<file path="config.mk">
export PLATFORM = sky130hd
export DESIGN_NAME = pdp_subfield_seq
export DESIGN_NICKNAME = d
export VERILOG_FILES = /design/src/rtl/pdp_seq_pkg.sv /design/src/rtl/pdp_width_timer.sv /design/src/rtl/pdp_step_counter.sv /design/src/rtl/pdp_pulse_sel.sv /design/src/rtl/pdp_subfield_seq.sv
export SDC_FILE = /design/constraint.sdc
export NUM_CORES = 1
export LEC_CHECK = 0
export CAP_MARGIN = 20
export CORE_MARGIN = 5
export CORE_UTILIZATION = 55
export CTS_BUF_LIST = sky130_fd_sc_hd__clkbuf_4
export DETAILED_ROUTE_END_ITERATION = 12
export DONT_BUFFER_PORTS = 1
export PLACE_DENSITY_LB_ADDON = 0.08
export SYNTH_ARGS = -nofsm -noshare
export SYNTH_HDL_FRONTEND = slang
export SYNTH_HIERARCHICAL = 1
export SYNTH_SLANG_ARGS = --single-unit
</file>
<file path="constraint.sdc">
create_clock -name clk -period 4.1 [get_ports clk]
set_input_delay 1.025 -clock clk [delete_from_list [all_inputs] [get_ports clk]]
set_output_delay 1.025 -clock clk [all_outputs]
set_load 0.005 [all_outputs]
</file>
<file path="src/rtl/pdp_seq_pkg.sv">
package pdp_seq_pkg;

    typedef enum logic [3:0] {
        ST_IDLE,
        ST_RAMP_UP,
        ST_RAMP_DN,
        ST_SCAN_SHIFT,
        ST_SCAN_LATCH,
        ST_SCAN_HOLD,
        ST_SUS_LEAD,
        ST_SUS_ON,
        ST_SUS_TRAIL,
        ST_SUS_CLAMP,
        ST_FINISH
    } seq_state_t;

    typedef enum logic [1:0] {
        PK_NORMAL,
        PK_WIDE,
        PK_ERASE
    } pulse_kind_t;

endpackage

</file>
<file path="src/rtl/pdp_width_timer.sv">
module pdp_width_timer #(
    parameter int TW = 12
) (
    input  logic          clk,
    input  logic          rst_n,
    input  logic          load,
    input  logic [TW-1:0] load_val,
    output logic          last
);
    localparam logic [TW-1:0] ONE = TW'(1);

    logic [TW-1:0] rem;

    always_ff @(posedge clk or negedge rst_n) begin
        if (!rst_n) begin
            rem <= ONE;
        end else if (load) begin
            rem <= (load_val == '0) ? ONE : load_val;
        end else if (rem > ONE) begin
            rem <= rem - ONE;
        end
    end

    assign last = (rem <= ONE);

endmodule

</file>
<file path="src/rtl/pdp_step_counter.sv">
module pdp_step_counter #(
    parameter int W = 8
) (
    input  logic         clk,
    input  logic         rst_n,
    input  logic         clear,
    input  logic         step,
    output logic [W-1:0] count
);
    always_ff @(posedge clk or negedge rst_n) begin
        if (!rst_n) begin
            count <= '0;
        end else if (clear) begin
            count <= '0;
        end else if (step) begin
            count <= count + W'(1);
        end
    end
endmodule

</file>
<file path="src/rtl/pdp_pulse_sel.sv">
module pdp_pulse_sel
    import pdp_seq_pkg::*;
#(
    parameter int PAIR_W = 8,
    parameter int TW     = 12
) (
    input  logic [PAIR_W:0]   idx,
    input  logic [PAIR_W-1:0] pairs,
    input  logic [PAIR_W:0]   wide_cnt,
    input  logic [TW-1:0]     w_norm,
    input  logic [TW-1:0]     w_wide,
    input  logic [TW-1:0]     w_erase,
    output logic              on_x,
    output logic              is_last,
    output pulse_kind_t       kind,
    output logic [TW-1:0]     width
);
    localparam int IW = PAIR_W + 1;

    logic [IW-1:0] last_idx;

    always_comb begin
        last_idx = {pairs, 1'b0} - IW'(1);
        on_x     = idx[0];
        is_last  = (idx == last_idx);
        if (is_last) begin
            kind = PK_ERASE;
        end else if (idx < wide_cnt) begin
            kind = PK_WIDE;
        end else begin
            kind = PK_NORMAL;
        end
        unique case (kind)
            PK_ERASE: width = w_erase;
            PK_WIDE:  width = w_wide;
            default:  width = w_norm;
        endcase
    end
endmodule

</file>
<file path="src/rtl/pdp_subfield_seq.sv">
module pdp_subfield_seq
    import pdp_seq_pkg::*;
#(
    parameter int LINE_W = 10,
    parameter int PAIR_W = 8,
    parameter int TW     = 12
) (
    input  logic              clk,
    input  logic              rst_n,
    input  logic              start,
    input  logic [LINE_W-1:0] cfg_lines,
    input  logic [PAIR_W-1:0] cfg_pairs,
    input  logic [PAIR_W:0]   cfg_wide,
    input  logic [TW-1:0]     cfg_ramp,
    input  logic [TW-1:0]     cfg_addr,
    input  logic [TW-1:0]     cfg_w_norm,
    input  logic [TW-1:0]     cfg_w_wide,
    input  logic [TW-1:0]     cfg_w_erase,
    input  logic [TW-1:0]     cfg_dead,
    output logic              y_ramp_up,
    output logic              y_ramp_dn,
    output logic              x_ve,
    output logic              y_sus,
    output logic              y_gnd,
    output logic              x_sus,
    output logic              x_gnd,
    output logic              scan_clk,
    output logic              scan_data,
    output logic              scan_latch,
    output logic              addr_strobe,
    output logic              busy,
    output logic              done
);
    localparam int            IW    = PAIR_W + 1;
    localparam logic [TW-1:0] T_ONE = TW'(1);

    seq_state_t state, state_nx;

    logic [LINE_W-1:0] lines_q;
    logic [PAIR_W-1:0] pairs_q;
    logic [PAIR_W:0]   wide_q;
    logic [TW-1:0]     ramp_q, addr_q, wn_q, ww_q, we_q, dead_q;

    logic              accept;
    logic              t_last;
    logic              t_load;
    logic [TW-1:0]     t_val;
    logic [LINE_W-1:0] line_cnt;
    logic [IW-1:0]     pulse_idx;
    logic              last_line;
    logic              p_on_x, p_last;
    pulse_kind_t       p_kind;
    logic [TW-1:0]     p_width;

    assign accept = (state == ST_IDLE) && start;

    // configuration capture, zero counts folded to one
    always_ff @(posedge clk or negedge rst_n) begin
        if (!rst_n) begin
            lines_q <= LINE_W'(1);
            pairs_q <= PAIR_W'(1);
            wide_q  <= '0;
            ramp_q  <= T_ONE;
            addr_q  <= T_ONE;
            wn_q    <= T_ONE;
            ww_q    <= T_ONE;
            we_q    <= T_ONE;
            dead_q  <= T_ONE;
        end else if (accept) begin
            lines_q <= (cfg_lines == '0) ? LINE_W'(1) : cfg_lines;
            pairs_q <= (cfg_pairs == '0) ? PAIR_W'(1) : cfg_pairs;
            wide_q  <= cfg_wide;
            ramp_q  <= cfg_ramp;
            addr_q  <= cfg_addr;
            wn_q    <= cfg_w_norm;
            ww_q    <= cfg_w_wide;
            we_q    <= cfg_w_erase;
            dead_q  <= cfg_dead;
        end
    end

    pdp_step_counter #(.W(LINE_W)) u_line_cnt (
        .clk   (clk),
        .rst_n (rst_n),
        .clear (accept),
        .step  ((state == ST_SCAN_HOLD) && t_last),
        .count (line_cnt)
    );

    pdp_step_counter #(.W(IW)) u_pulse_cnt (
        .clk   (clk),
        .rst_n (rst_n),
        .clear (accept),
        .step  ((state == ST_SUS_CLAMP) && t_last),
        .count (pulse_idx)
    );

    pdp_pulse_sel #(.PAIR_W(PAIR_W), .TW(TW)) u_pulse_sel (
        .idx      (pulse_idx),
        .pairs    (pairs_q),
        .wide_cnt (wide_q),
        .w_norm   (wn_q),
        .w_wide   (ww_q),
        .w_erase  (we_q),
        .on_x     (p_on_x),
        .is_last  (p_last),
        .kind     (p_kind),
        .width    (p_width)
    );

    assign last_line = (line_cnt == (lines_q - LINE_W'(1)));

    // next-state logic
    always_comb begin
        state_nx = state;
        unique case (state)
            ST_IDLE:       if (start)  state_nx = ST_RAMP_UP;
            ST_RAMP_UP:    if (t_last) state_nx = ST_RAMP_DN;
            ST_RAMP_DN:    if (t_last) state_nx = ST_SCAN_SHIFT;
            ST_SCAN_SHIFT: state_nx = ST_SCAN_LATCH;
            ST_SCAN_LATCH: state_nx = ST_SCAN_HOLD;
            ST_SCAN_HOLD:  if (t_last) state_nx = last_line ? ST_SUS_LEAD : ST_SCAN_SHIFT;
            ST_SUS_LEAD:   if (t_last) state_nx = ST_SUS_ON;
            ST_SUS_ON:     if (t_last) state_nx = ST_SUS_TRAIL;
            ST_SUS_TRAIL:  if (t_last) state_nx = ST_SUS_CLAMP;
            ST_SUS_CLAMP:  if (t_last) state_nx = p_last ? ST_FINISH : ST_SUS_LEAD;
            ST_FINISH:     state_nx = ST_IDLE;
            default:       state_nx = ST_IDLE;
        endcase
    end

    // timer reload on every state change
    always_comb begin
        t_load = (state_nx != state);
        unique case (state_nx)
            ST_RAMP_UP:   t_val = (state == ST_IDLE) ? cfg_ramp : ramp_q;
            ST_RAMP_DN:   t_val = ramp_q;
            ST_SCAN_HOLD: t_val = addr_q;
            ST_SUS_LEAD,
            ST_SUS_TRAIL,
            ST_SUS_CLAMP: t_val = dead_q;
            ST_SUS_ON:    t_val = p_width;
            default:      t_val = T_ONE;
        endcase
    end

    pdp_width_timer #(.TW(TW)) u_timer (
        .clk      (clk),
        .rst_n    (rst_n),
        .load     (t_load),
        .load_val (t_val),
        .last     (t_last)
    );

    // state register
    always_ff @(posedge clk or negedge rst_n) begin
        if (!rst_n) begin
            state <= ST_IDLE;
        end else begin
            state <= state_nx;
        end
    end

    // outputs
    always_comb begin
        y_ramp_up   = 1'b0;
        y_ramp_dn   = 1'b0;
        x_ve        = 1'b0;
        y_sus       = 1'b0;
        y_gnd       = 1'b0;
        x_sus       = 1'b0;
        x_gnd       = 1'b0;
        scan_clk    = 1'b0;
        scan_data   = 1'b0;
        scan_latch  = 1'b0;
        addr_strobe = 1'b0;
        done        = 1'b0;
        busy        = (state != ST_IDLE);
        unique case (state)
            ST_RAMP_UP:    y_ramp_up = 1'b1;
            ST_RAMP_DN: begin
                y_ramp_dn = 1'b1;
                x_ve      = 1'b1;
            end
            ST_SCAN_SHIFT: begin
                scan_clk  = 1'b1;
                scan_data = (line_cnt == '0);
            end
            ST_SCAN_LATCH: scan_latch  = 1'b1;
            ST_SCAN_HOLD:  addr_strobe = 1'b1;
            ST_SUS_ON: begin
                y_sus = !p_on_x;
                x_sus = p_on_x;
            end
            ST_SUS_CLAMP: begin
                y_gnd = !p_on_x;
                x_gnd = p_on_x;
            end
            ST_FINISH:     done = 1'b1;
            default: ;
        endcase
    end

    // ---------------- assertions ----------------
    logic [3:0] sw_vec;
    assign sw_vec = {y_sus, y_gnd, x_sus, x_gnd};

    p_onehot_sw_r6: assert property (@(posedge clk) disable iff (!rst_n)
        $onehot0(sw_vec));

    p_dead_gap_r6: assert property (@(posedge clk) disable iff (!rst_n)
        (sw_vec != 4'b0) && ($past(sw_vec) != 4'b0) |-> (sw_vec == $past(sw_vec)));

    p_ramp_order_r2: assert property (@(posedge clk) disable iff (!rst_n)
        $rose(y_ramp_dn) |-> $past(y_ramp_up));

    p_latch_after_clk_r3: assert property (@(posedge clk) disable iff (!rst_n)
        scan_clk |=> scan_latch);

    p_done_single_r7: assert property (@(posedge clk) disable iff (!rst_n)
        done |=> (!done && !busy));

    p_ignore_start_r8: assert property (@(posedge clk) disable iff (!rst_n)
        start && busy && !done |=> busy);

    p_sus_first_y_r4: assert property (@(posedge clk) disable iff (!rst_n)
        $fell(addr_strobe) && !scan_clk |-> !x_sus && !x_gnd);

endmodule

</file>
# ---- Word level (Yosys, flattened, before mapping)
# Index checks and enable logic that the tools add are counted.
dict set report totals {
  rom_bits 0
  output_inout_bits 13
  mem_bits_rw 0
  latch_bits 0
  elab_cells 93
  register_bits 134
  memories 0
  in_bits 102
}
dict set report classes {
  mux 36
  div_mod_pow 0
  multipliers 0
  bitwise 0
  n_eq_ne 22
  reduce_logical 14
  add_sub_neg 5
  n_lt_le_gt_ge 3
  shifts 0
}
# cell n
set op_table {}
lappend op_table {{12-bit one-hot mux with 5 select lines} 1}
lappend op_table {{12-bit 2-to-1 mux} 4}
lappend op_table {{4-bit one-hot mux with 10 select lines} 1}
lappend op_table {{4-bit 2-to-1 mux} 9}
lappend op_table {{10-bit 2-to-1 mux} 3}
lappend op_table {{4-bit by 3-bit == test with 1-bit output (second input constant)} 7}
lappend op_table {{12-bit one-hot mux with 2 select lines} 1}
lappend op_table {{4-bit == test (second input constant)} 5}
lappend op_table {{10-bit zero test} 2}
lappend op_table {{9-bit 2-to-1 mux} 2}
lappend op_table {{4-bit by 2-bit == test with 1-bit output (second input constant)} 3}
lappend op_table {{12-bit by 1-bit > comparator with 1-bit output (second input constant)} 1}
lappend op_table {{12-bit by 1-bit less-or-equal comparator with 1-bit output (second input constant)} 1}
lappend op_table {{12-bit zero test} 1}
lappend op_table {{1-bit 2-to-1 mux} 12}
lappend op_table {{12-bit by 1-bit subtractor with 12-bit output (second input constant)} 1}
lappend op_table {{10-bit by 1-bit adder with 10-bit output (second input constant)} 1}
lappend op_table {{10-bit == test} 1}
lappend op_table {{10-bit by 1-bit subtractor with 10-bit output (second input constant)} 1}
lappend op_table {{9-bit by 1-bit adder with 9-bit output (second input constant)} 1}
lappend op_table {{9-bit == test} 1}
lappend op_table {{9-bit < comparator} 1}
lappend op_table {{9-bit by 1-bit subtractor with 9-bit output (second input constant)} 1}
lappend op_table {{4-bit by 1-bit == test with 1-bit output (second input constant)} 2}
lappend op_table {{other kinds (13)} 17}

# ---- Longest topological paths before layout
dict set report logic_depth {
  ltp_word 11
  ltp_mapped 18
  depth_no_buf 16
}

# ---- Modules after synthesis
# The synthesis kept the hierarchy.
# mod area_each_um2 seq_area_each_um2 instances cells_each
set by_module_without_submodules {}
lappend by_module_without_submodules {pdp_subfield_seq 4979.8 2587.5 1 598}
lappend by_module_without_submodules {pdp_pulse_sel 922.1 0.0 1 109}
lappend by_module_without_submodules {pdp_width_timer 757.0 301.5 1 75}
lappend by_module_without_submodules {{pdp_step_counter at u_line_cnt} 495.5 250.2 1 47}
lappend by_module_without_submodules {{pdp_step_counter at u_pulse_cnt} 459.2 225.2 1 43}

# ---- Worst setup path after synthesis
# Ideal clock, no wire load.
dict set report synth_timing {
  path_type {register to register}
  from {reg pairs_q[0]}
  to {reg u_timer.rem[0]}
  slack_ns 0.375
  required_ns 4.025
  setup_time_ns 0.075
  synth_period_minus_slack_ns 3.725
  stages_incl_launch_ff 19
  arrival_time_ns 3.650
  n_path_buf 2
  path_cell_list {dfstp_2 inv_1 ha_1 xor2_1 o211ai_1 a2111oi_0 o2111ai_2 buf_6 inv_2 nor4bb_1 o21ai_0 nand2_1 a22oi_1 nor2_1 clkbuf_1 a221o_1 nor4_1 a31oi_1 mux2i_1}
}
dict set report synth_via {
  elab_chain_cells 11
  word_cells_on_any_way 23
  cone_classes {add/sub (1); eq/ne (11); mux (8); reduce/logical (3)}
}
# element line_no
set synth_lines {}
lappend synth_lines {{from (decl)} pdp_subfield_seq.sv:40} ;# logic [PAIR_W-1:0] pairs_q;
lappend synth_lines {{from (signal assigned)} pdp_subfield_seq.sv:71} ;# pairs_q <= (cfg_pairs == '0) ? PAIR_W'(1) : cfg_pairs;
lappend synth_lines {{9-bit by 1-bit subtractor with 9-bit output *} pdp_pulse_sel.sv:23} ;# last_idx = {pairs, 1'b0} - IW'(1);
lappend synth_lines {{9-bit == test *} pdp_pulse_sel.sv:25} ;# is_last = (idx == last_idx);
lappend synth_lines {{named net p_last} pdp_subfield_seq.sv:51} ;# logic p_on_x, p_last;
lappend synth_lines {{4-bit 2-to-1 mux (2 in series)} pdp_subfield_seq.sv:126} ;# ST_SUS_CLAMP: if (t_last) state_nx = p_last ? ST_FINISH : ST_SUS_LEAD;
lappend synth_lines {{4-bit one-hot mux with 10 select lines} pdp_subfield_seq.sv:116} ;# unique case (state)
lappend synth_lines {{4-bit by 3-bit == test with 1-bit output or 4-bit == test (tied branches)} pdp_subfield_seq.sv:135} ;# unique case (state_nx)
lappend synth_lines {{3-bit OR reduction} pdp_subfield_seq.sv:135}
lappend synth_lines {{12-bit one-hot mux with 5 select lines *} pdp_subfield_seq.sv:135}
lappend synth_lines {{named net t_val[4]} pdp_subfield_seq.sv:47} ;# logic [TW-1:0] t_val;
lappend synth_lines {{12-bit zero test *} pdp_width_timer.sv:18} ;# rem <= (load_val == '0) ? ONE : load_val;
lappend synth_lines {{12-bit 2-to-1 mux *} pdp_width_timer.sv:18}
lappend synth_lines {{12-bit 2-to-1 mux *} pdp_width_timer.sv:17} ;# end else if (load) begin
lappend synth_lines {{to (signal assigned)} pdp_width_timer.sv:18}
lappend synth_lines {{to (signal assigned)} pdp_width_timer.sv:20} ;# rem <= rem - ONE;
lappend synth_lines {{to (decl)} pdp_width_timer.sv:12} ;# logic [TW-1:0] rem;
# Mark *: on every way through the listed nets, which the timed path passes. The rest lies on a longest branch.
# A chain may end at the register's enable or synchronous reset.

# ---- Worst setup path after layout
# Ends and elaborated chain as after synthesis.

==> impl_metrics.env <==
export IMPL_highest_net_fanout_along_the_worst_path=11
export IMPL_setup_viol=0
export IMPL_drt_initial_drc_count=608
export IMPL_diodes=0
export IMPL_number_of_search_and_repair_iterations_in_the_first_detailed_routing_pass=6
export IMPL_design_portCount=115
export IMPL_start_util_pct=55.3
export IMPL_power_density_cell_area_nw_per_um2=295
export IMPL_power_switching_uw=491
export IMPL_power_frac_clock_pct=43.9
export IMPL_skew_pair_late_insertion_delay_ns=0.54
export IMPL_routedWlPerCell_um=17.2
export IMPL_route_detailed_drc=0
export IMPL_layout_setup_ws_ns=0.246
export IMPL_cts_root_buffer_cell="sky130_fd_sc_hd__clkbuf_4"
export IMPL_critPathSlowestCell="sky130_fd_sc_hd__dfstp_2"
export IMPL_rows=43
export IMPL_clock_fmax_mhz=259
export IMPL_finalInstanceArea_um2=8000
export IMPL_grt_met2_usage_pct=34.4
export IMPL_cts_hold_repair_buffers=0
export IMPL_area_growth_syn_to_layout_pct=5.44
export IMPL_final_layout_size_suffix_gt1_share_pct=10.1
export IMPL_timing_critical_path_arrival_ns=4.33
export IMPL_path_clk_slew_ns=0.13
export IMPL_post_route_min_period_ns=3.85
export IMPL_finish_net_count=964
export IMPL_min_period_over_period_pct=94.0
export IMPL_placed_cell_area_um2=7660
export IMPL_place_port_buffers=0
export IMPL_p_int_mw=1.87
export IMPL_max_cap_viol_count=0
export IMPL_clkSinkCount=134
export IMPL_gp_routability_congestion=0.907
export IMPL_post_drt_via_cell_ratio=5.92
export IMPL_power_frac_comb_pct=0.1
export IMPL_ctsHtreeMaxLevel=4
export IMPL_grt_pass1_wl_um=29400
export IMPL_timing_max_slew_rel_slack_pct=33.8
export IMPL_slowest_delay_ns=0.61
export IMPL_placeableCoreArea_um2=13700
export IMPL_post_synth_net_total=985
export IMPL_worst_setup_path_end_kind="register"
export IMPL_clock_skew_final_ns=0.0208
export IMPL_via_count=6164
export IMPL_worst_ir_drop_vdd_uv=143
export IMPL_most_used_layer_global_route="met2"
export IMPL_power_switching_fraction_pct=20.8
export IMPL_worst_endpoint_required_ns=4.58
export IMPL_holdCritPathClass="input port to asynchronous set/reset pin"
export IMPL_die_w_um=127
export IMPL_grt_total_usage_pct=22.4
export IMPL_grt_pass1_vias=5919
export IMPL_path_class="register to register"
export IMPL_routed_wl_um=17900
export IMPL_detail_route_antenna_nets=0
export IMPL_netlist_area_um2=7590
export IMPL_timing_hold_violations_final=0
export IMPL_die_h_um=127
export IMPL_worst_pin_slew_ns=0.993
export IMPL_timing_critical_path_cells="inv_1, ha_1, xor2_1, o211ai_1, a2111oi_1, o2111ai_2, inv_2, nor4bb_1, o21ai_0, nand2_1, a22oi_1, nor2_2, a221o_1, nor4_1, a31oi_1, mux2i_1"
export IMPL_cts_path_max_buffers=2
export IMPL_dieArea_um2=16200
export IMPL_hpwlAfterDp_um=12600
export IMPL_cp_start_kind="register"
export IMPL_p_leak_nw=3.89
export IMPL_synth_avg_cell_area_um2=8.73
export IMPL_antenna_found_initial=0
export IMPL_outcome="completed"
export IMPL_global_route_overflow_total=0
export IMPL_netlist_instances=869
export IMPL_pre_cts_ws_ns=0.268
export IMPL_synth_warnings=6
export IMPL_use_met1_pct=30.9
export IMPL_power_sequential_fraction_pct=55.9
export IMPL_tritoncts_num_buffers=17
export IMPL_fill_cells=1229
export IMPL_final_max_slew_viol_count=0
export IMPL_tritoncts_clock_tree="yes"
export IMPL_pin_count_of_the_biggest_net_entering_global_routing=135
export IMPL_grt_met3_usage_pct=6.98
## flip-flops by register name, indices dropped and copies added (netlist names)
register and count:
addr_q 12, dead_q 12, lines_q 10, pairs_q 8, ramp_q 12, state 4
u_line_cnt/count 10, u_pulse_cnt/count 9, u_timer/rem 12, we_q 12, wide_q 9, wn_q 12
ww_q 12
## final cells by class
class,count,area [um2],share of cell area (%)
clock buffer,18,135,1.69
multi-input combinational,649,3860,48.3
sequential,134,3360,42.0
clock inverter,14,206,2.58
inverter,38,145,1.81
timing repair buffer,8,60.1,0.751
tap,180,225,2.81
## critical path: cells and delay by family, from the launching register on
kind	cells	cell delay [ns]
mux	1	0.15
simple gates	4	0.64
flops	1	0.61
buf+inv	2	0.18
xor+xnor	1	0.16
fa+ha+maj	1	0.31
compound gates	7	1.75
## worst paths after layout
kind,start,to,slack (ns),cells past startpoint
setup / recovery,pairs_q[0],u_timer/rem[0],0.25,16
hold / removal,rst_n,lines_q[5],0.16,0
setup reg to reg,pairs_q[0],u_timer/rem[0],0.25,16
hold reg to reg,we_q[0],we_q[0],0.47,2
max in group asynchronous,rst_n,addr_q[0],3.64,0
min in group clk,we_q[0],we_q[0],0.47,2
## metrics by stage
| step | power, mW | TNS (ns) | util, % | hold WS (ns) | std cells |
|---|---|---|---|---|---|
| floorplan | 1.35 | 0 | - | 0.439 | 869 |
| global route | 2.44 | -0.0564 | 58.3 | 0.0945 | 1041 |
| CTS | 2.39 | 0 | 58.3 | 0.113 | 1041 |
| detailed placement | 1.35 | 0 | 55.8 | 0.456 | 1009 |
| global placement | 1.35 | 0 | 55.8 | 0.449 | 1009 |
| finish | 2.36 | 0 | 58.3 | 0.157 | 1041 |
## power by group through the flow
| stage | combinational [mW] | sequential, mW | clock (mW) |
|---|---|---|---|
| 3_5_place_dp | 0.00312 | 1.35 | 0 |
| 6_report | 0.00314 | 1.32 | 1.04 |
| 2_1_floorplan | 0.00272 | 1.35 | 0 |
| 4_1_cts | 0.00313 | 1.32 | 1.06 |
| 3_3_place_gp | 0.00311 | 1.35 | 0 |
| 5_1_grt | 0.00334 | 1.32 | 1.12 |
## placed cells by master, fill, tap and decap left out, drive strengths merged, types with 3 or more instances in the layout
master and n:
nand3 4, nand3b 3, a21oi 21, a22o 17
ha 14, a22oi 4, a222oi 11, o211ai 4
bufinv 5, nor2 28, buf 8, clkinv 6
mux2 15, xor2 17, nand2 316, or4 11
dfrtp 125, clkbuf 18, o31ai 11, xnor2 20
mux2i 7, a221o 23, o21ai 20, nor3b 3
o2111ai 4, a21o 5, or3 6, a31oi 5
nand4 7, inv 39, nor3 20, nor4 12
nand2b 4, o311ai 4, nor2b 6, or2 4
dfstp 9
## per-layer routing
layer,up-vias,wire (um)
met1,2990,8090
met4,0,226
met5,-,0
li1,2965,-
met3,18,1150
met2,191,8430
## timing repair
item | in CTS | in global routing
endpoints found under the setup margin | 0 | 1
gates resized for setup | 0 | 2
setup buffers | 0 | 0
Note: power is estimated with default switching activity, not from simulation.
